**config.mk**
```make
export PLATFORM = sky130hd
export DESIGN_NAME = onedeep_hold_queue
export DESIGN_NICKNAME = d
export VERILOG_FILES = /design/src/rtl/hq_pkg.sv /design/src/rtl/hq_ctrl.sv /design/src/rtl/hq_store.sv /design/src/rtl/onedeep_hold_queue.sv
export SDC_FILE = /design/constraint.sdc
export NUM_CORES = 1
export LEC_CHECK = 0
export ABC_CLOCK_PERIOD_IN_PS = 1800
export BUFFER_PORTS_ARGS = -buffer_cell sky130_fd_sc_hd__clkbuf_2
export CAP_MARGIN = 5
export CORE_MARGIN = 2
export CORE_UTILIZATION = 45
export CTS_CLUSTER_SIZE = 12
export DETAILED_ROUTE_END_ITERATION = 6
export PLACE_DENSITY = 0.78
export SLEW_MARGIN = 15
export SYNTH_ARGS = -nofsm -noshare
export SYNTH_HDL_FRONTEND = slang
export SYNTH_SLANG_ARGS = --single-unit
export TNS_END_PERCENT = 30
```
**constraint.sdc**
```tcl
create_clock -name clk -period 1.8 [get_ports clk]
set_input_delay 0 -clock clk [delete_from_list [all_inputs] [get_ports clk]]
set_output_delay 0 -clock clk [all_outputs]
set_load 0.1 [all_outputs]
```
**src/rtl/hq_pkg.sv**
```systemverilog
package hq_pkg;
    typedef enum logic {
        HQ_VACANT = 1'b0,
        HQ_LOADED = 1'b1
    } hq_state_e;

    localparam int unsigned HQ_DEFAULT_WIDTH = 16;
endpackage

```
**src/rtl/hq_ctrl.sv**
```systemverilog
module hq_ctrl
    import hq_pkg::*;
(
    input  logic clk,
    input  logic rst_n,
    input  logic in_valid,
    input  logic out_ready,
    output logic in_ready,
    output logic out_valid,
    output logic load_en
);
    hq_state_e state_q;
    hq_state_e state_d;

    // state register
    always_ff @(posedge clk) begin
        if (!rst_n) state_q <= HQ_VACANT;
        else        state_q <= state_d;
    end

    // transitions: accept, idle, release, stall
    always_comb begin
        state_d = state_q;
        unique case (state_q)
            HQ_VACANT: if (in_valid)  state_d = HQ_LOADED;  // accept
            HQ_LOADED: if (out_ready) state_d = HQ_VACANT;  // release
            default:                  state_d = HQ_VACANT;
        endcase
    end

    // outputs depend on the state only, plus the load strobe
    always_comb begin
        in_ready  = 1'b0;
        out_valid = 1'b0;
        load_en   = 1'b0;
        unique case (state_q)
            HQ_VACANT: begin
                in_ready = 1'b1;
                load_en  = in_valid;
            end
            HQ_LOADED: out_valid = 1'b1;
            default: ;
        endcase
    end

    AST_ACCEPT_SHOWS_NEXT: assert property (@(posedge clk) disable iff (!rst_n)
        (in_valid && in_ready) |=> out_valid);
    AST_FULL_NOT_READY: assert property (@(posedge clk) disable iff (!rst_n)
        (out_valid && out_ready) |-> !in_ready);
    AST_RELEASE_EMPTIES: assert property (@(posedge clk) disable iff (!rst_n)
        (out_valid && out_ready) |=> (in_ready && !out_valid));
    AST_EMPTY_STAYS: assert property (@(posedge clk) disable iff (!rst_n)
        (in_ready && !in_valid) |=> (in_ready && !out_valid));
endmodule

```
**src/rtl/hq_store.sv**
```systemverilog
module hq_store #(
    parameter int unsigned WIDTH = 16
) (
    input  logic             clk,
    input  logic             rst_n,
    input  logic             load_en,
    input  logic [WIDTH-1:0] d_in,
    output logic [WIDTH-1:0] d_out
);
    logic [WIDTH-1:0] word_q;

    always_ff @(posedge clk) begin
        if (!rst_n)       word_q <= '0;
        else if (load_en) word_q <= d_in;
    end

    assign d_out = word_q;
endmodule

```
**src/rtl/onedeep_hold_queue.sv**
```systemverilog
module onedeep_hold_queue #(
    parameter int unsigned WIDTH = hq_pkg::HQ_DEFAULT_WIDTH
) (
    input  logic             clk,
    input  logic             rst_n,
    input  logic             in_valid,
    output logic             in_ready,
    input  logic [WIDTH-1:0] in_data,
    output logic             out_valid,
    input  logic             out_ready,
    output logic [WIDTH-1:0] out_data
);
    logic load_en;

    hq_ctrl u_ctrl (
        .clk       (clk),
        .rst_n     (rst_n),
        .in_valid  (in_valid),
        .out_ready (out_ready),
        .in_ready  (in_ready),
        .out_valid (out_valid),
        .load_en   (load_en)
    );

    hq_store #(.WIDTH(WIDTH)) u_store (
        .clk     (clk),
        .rst_n   (rst_n),
        .load_en (load_en),
        .d_in    (in_data),
        .d_out   (out_data)
    );

    AST_DATA_CAPTURED: assert property (@(posedge clk) disable iff (!rst_n)
        (in_valid && in_ready) |=> (out_data == $past(in_data)));
    AST_STALL_HOLDS: assert property (@(posedge clk) disable iff (!rst_n)
        (out_valid && !out_ready) |=> (out_valid && $stable(out_data)));
    AST_FULL_IGNORES_IN: assert property (@(posedge clk) disable iff (!rst_n)
        (out_valid && in_valid) |=> $stable(out_data));
endmodule

```
# [Word level (Yosys, flattened, before mapping)]
# Cells that the tools add are included.
[op_classes] muxes=6 n_bitwise=1
[ops] op="1-bit two-way mux" n=5
[ops] op="1-bit case mux with 2 select lines" n=1
[ops] op="1-bit NOT" n=1
[word_totals] ff_bits=17 output_inout_bits=18 word_cells=9

# [Longest topological paths before layout]
[depth] word_depth=2 depth_mapped=4

# [Modules after synthesis]
# Synthesis repeated with hierarchy kept, for this count alone.
[unflattened] hier_cells=56 hier_area_um2=659.4
[by_module_without_submodules] mod="hq_store" instances=1 cells_per_inst=51 area_per_inst_um2=615.6 seq_area_each_um2=320.3
[by_module_without_submodules] mod="hq_ctrl" instances=1 cells_per_inst=5 area_per_inst_um2=43.8 seq_area_each_um2=20.0

# [Least setup slack after synthesis]
# OpenSTA, ideal clock, no wires.
[synth_timing] path_kind="reg2out" startpoint="register u_ctrl.state_q" endpoint="output in_ready" t_arrival_ps=1697 setup_slack_ps=103 stages_incl_launch_ff=2 path_cell_list="dfxtp_1 > inv_1"
[synth_via] elab_chain_len=1
[synth_lines] element="start, declared" line_no="hq_ctrl.sv:12" rtl="hq_state_e state_q;"
[synth_lines] element="start signal, assigned" line_no="hq_ctrl.sv:18" rtl="else state_q <= state_d;"
[synth_lines] element="1-bit two-way mux" line_no="hq_ctrl.sv:36" rtl="unique case (state_q)"
[synth_lines] element="end, declared" line_no="onedeep_hold_queue.sv:7" rtl="output logic in_ready,"
# Every way passes these cells.

# [Worst setup path after layout]
[layout_timing] startpoint="register u_ctrl.state_q" endpoint="register u_ctrl.state_q"
[layout_via] elab_chain_len=2
[layout_lines] element="1-bit NOT"
[layout_lines] element="1-bit case mux with 2 select lines *" line_no="hq_ctrl.sv:24" rtl="unique case (state_q)"
# Every way passes the cells marked *; elsewhere a longest branch is shown, timed or not.
# A chain may end at the register's enable or synchronous reset.

==> results.sh <==
export IMPL_status="finished, final reports clean"
export IMPL_cts_max_path_buffers=2
export IMPL_regToRegEndpoint="u_ctrl.state_q$_SDFF_PN0_"
export IMPL_vdd_drop_max_mv=0.557
export IMPL_floorplan_initialDensity_pct=47.4
export IMPL_setup_viol=0
export IMPL_clock_sink_count=17
export IMPL_hold_violations=0
export IMPL_grt_pass1_wl_um=2660
export IMPL_worst_r2r_setup_slack_ns=0.55
export IMPL_finalWirelength_um=1650
export IMPL_cts_max_level=1
export IMPL_final_layout_size_suffix_gt1_share_pct=33.1
export IMPL_clkLatencyLatePin_ns=0.27
export IMPL_timing_final_max_slew_violations=0
export IMPL_maxClockFrequency_mhz=797
export IMPL_gr_usage_all_layers_pct=18.5
export IMPL_syn_cell_area_um2=698
export IMPL_max_cap_violations=0
export IMPL_cts_tree="built"
export IMPL_rsz0062_at_grt="false"
export IMPL_type_of_the_tightest_min_delay_check="in2reg"
export IMPL_grt_max_degree=34
export IMPL_die_width_um=43.4
export IMPL_totalNegativeSetupSlack_ns=0
export IMPL_hold_start="in_valid"
export IMPL_antenna_diode_count=0
export IMPL_synth_top_area_cell="sky130_fd_sc_hd__dfxtp_1"
export IMPL_worst_ep_arrival_time_ns=1.41
export IMPL_synth_cell_types=9
export IMPL_portBuffers=37
export IMPL_hpwlAfterDp_um=981
export IMPL_area_of_combinational_cells_with_multiple_inputs_um2=303
export IMPL_detail_route_antenna_nets=0
export IMPL_ys_seq_elements=17
export IMPL_worst_setup_path_end_kind="flip-flop"
export IMPL_number_of_placement_rows=14
export IMPL_post_synth_cell_area_avg_um2=9.31
export IMPL_slew_headroom_pct=61.8
export IMPL_cts_setup_buffers=0
export IMPL_yosysTopAreaCellShare_pct=48.7
export IMPL_cts_repair_resize_count=0
export IMPL_area_growth_synth_to_final_pct=53.8
export IMPL_route_detailed_wl_per_inst_um=11.3
export IMPL_timing_setup_critical_path_class="reg2reg"
export IMPL_worst_setup_path_start_kind="flip-flop"
export IMPL_synth_seq_area_share_pct=48.7
export IMPL_whs_path_depth=4
export IMPL_finalHoldWorstSlack_ns=0.291
export IMPL_power_density_cell_area_nw_per_um2=884
export IMPL_min_to="u_store.d_out[3]$_SDFFE_PN0P_"
export IMPL_overflow=0
export IMPL_netlist_top_cells_area="sky130_fd_sc_hd__dfxtp_1 49%, sky130_fd_sc_hd__mux2i_1 23%, sky130_fd_sc_hd__nand2_1 18%"
export IMPL_nFillCells=126
export IMPL_cts_clk_slew_worst_paths_ns=0.08
export IMPL_cts_inserted_buffers=3
export IMPL_critical_path_reg2reg_startpoint="u_ctrl.state_q$_SDFF_PN0_"
export IMPL_synth_cells=75
export IMPL_fp_dieH_um=43.4
export IMPL_pre_cts_slack_ns=0.825
export IMPL_drt_iter0_drc=7
export IMPL_antenna_found_initial=0
export IMPL_clock_tree_root_cell="sky130_fd_sc_hd__clkbuf_4"
export IMPL_ff_latch_area_um2=340
export IMPL_post_route_period_util_pct=69.7
export IMPL_first_global_vias=653
export IMPL_detailroute_via_count=655
export IMPL_worst_ep_required_time_ns=1.96
export IMPL_worst_path_max_fanout=5
export IMPL_coreArea_um2=1470
export IMPL_io_pins=38
export IMPL_die_area_um2=1880
export IMPL_drt_drc_violations_left=0
export IMPL_power_leakage_uw=0.000546
export IMPL_vias_per_std_cell=4.49
export IMPL_layout_setup_ws_ns=0.546
export IMPL_cts_hold_buffers=18
export IMPL_worst_slew_pin_slew_ns=0.573
export IMPL_clock_skew_ns=0.00466
export IMPL_synth_warnings=0
export IMPL_drt_pass1_iter_count=4
export IMPL_final_net_count=151
export IMPL_routabilityCongestion=0.634
export IMPL_finalWorstPathRequiredPeriod_ns=1.25
export IMPL_syn_nets=95
export IMPL_rr_worst_depth=3
==> cells in the mapped netlist <==
library cell,number
sky130_fd_sc_hd__buf_12,1
sky130_fd_sc_hd__buf_2,4
sky130_fd_sc_hd__inv_1,1
sky130_fd_sc_hd__dfxtp_1,17
sky130_fd_sc_hd__mux2i_1,16
sky130_fd_sc_hd__buf_6,1
sky130_fd_sc_hd__nor2b_2,1
sky130_fd_sc_hd__o211a_1,1
sky130_fd_sc_hd__nand2_1,33
==> where the power goes <==
part           total [uW]  switching (uW)  internal, uW
clock network         185            99.3          85.6
logic                 347             260          87.8
registers             417            15.2           402
total                 950             374           575
==> area by class of cell <==
| cell class | count | share of cell area (%) |
|---|---|---|
| Clock buffer | 4 | 2.45 |
| Inverter | 1 | 0.350 |
| Multi-Input combinational cell | 51 | 28.2 |
| Sequential cell | 17 | 31.7 |
| Tap cell | 16 | 1.86 |
| Timing Repair Buffer | 57 | 35.4 |
==> worst max-delay path, stage by stage (launching register included) <==
cell and delay [ns]:
sky130_fd_sc_hd__dfxtp_1 0.42, sky130_fd_sc_hd__nand2_1 0.08, sky130_fd_sc_hd__o211a_1 0.11, sky130_fd_sc_hd__dlygate4sd3_1 0.54
==> cell usage in the layout (no fill, tap or decap) <==
master and instances:
sky130_fd_sc_hd__nand2_1 33, sky130_fd_sc_hd__mux2i_1 16, sky130_fd_sc_hd__buf_4 2, sky130_fd_sc_hd__clkbuf_4 3, sky130_fd_sc_hd__o211a_1 1, sky130_fd_sc_hd__inv_1 1
sky130_fd_sc_hd__nor2b_2 1, sky130_fd_sc_hd__clkbuf_1 1, sky130_fd_sc_hd__clkbuf_2 37, sky130_fd_sc_hd__dfxtp_1 17, sky130_fd_sc_hd__dlygate4sd3_1 18
==> metrics by stage <==
stage          instances  util (%)  cell area, um^2  power, uW
2_1_floorplan         75         -              698        694
3_3_place_gp         124      58.9              867        736
3_5_place_dp         124      58.9              867        740
4_1_cts              146      73.0             1070        954
5_1_grt              146      73.0             1070        992
6_report             146      73.0             1070        950
==> layer usage <==
layer  GRT usage (%)  wire (um)  part of all wire [%]  vias to the layer above
met2            39.1        914                    56                       25
met4            1.82          0                     0                        0
met3            2.92         90                   5.5                        0
met5               0          0                     0                        -
li1                -          -                     -                      349
met1            19.2        640                    39                      281
==> how the worst max path moves through the flow <==
stage / depth (start not counted) / to / from
3_5_place_dp: 3 / u_store.d_out[7]$_SDFFE_PN0P_ / u_ctrl.state_q$_SDFF_PN0_
5_1_grt: 3 / u_ctrl.state_q$_SDFF_PN0_ / u_ctrl.state_q$_SDFF_PN0_
3_3_place_gp: 3 / u_store.d_out[1]$_SDFFE_PN0P_ / u_ctrl.state_q$_SDFF_PN0_
2_1_floorplan: 1 / in_ready / u_ctrl.state_q$_SDFF_PN0_
4_1_cts: 3 / u_ctrl.state_q$_SDFF_PN0_ / u_ctrl.state_q$_SDFF_PN0_
6_report: 3 / u_ctrl.state_q$_SDFF_PN0_ / u_ctrl.state_q$_SDFF_PN0_
==> state kept, by name, summed over array words and instances, names as in the netlist <==
register / count
u_ctrl.state_q: 1
u_store.d_out: 16
==> logic make-up (layout without fill, tap and decap cells) <==
group,after synthesis,count (layout),synth area share (%)
compound gates,1,1,1.43
buf+inv,7,62,7.88
flops,17,17,48.7
mux,16,16,22.9
simple gates,34,34,19.0
(Power assumes the default switching activity.)
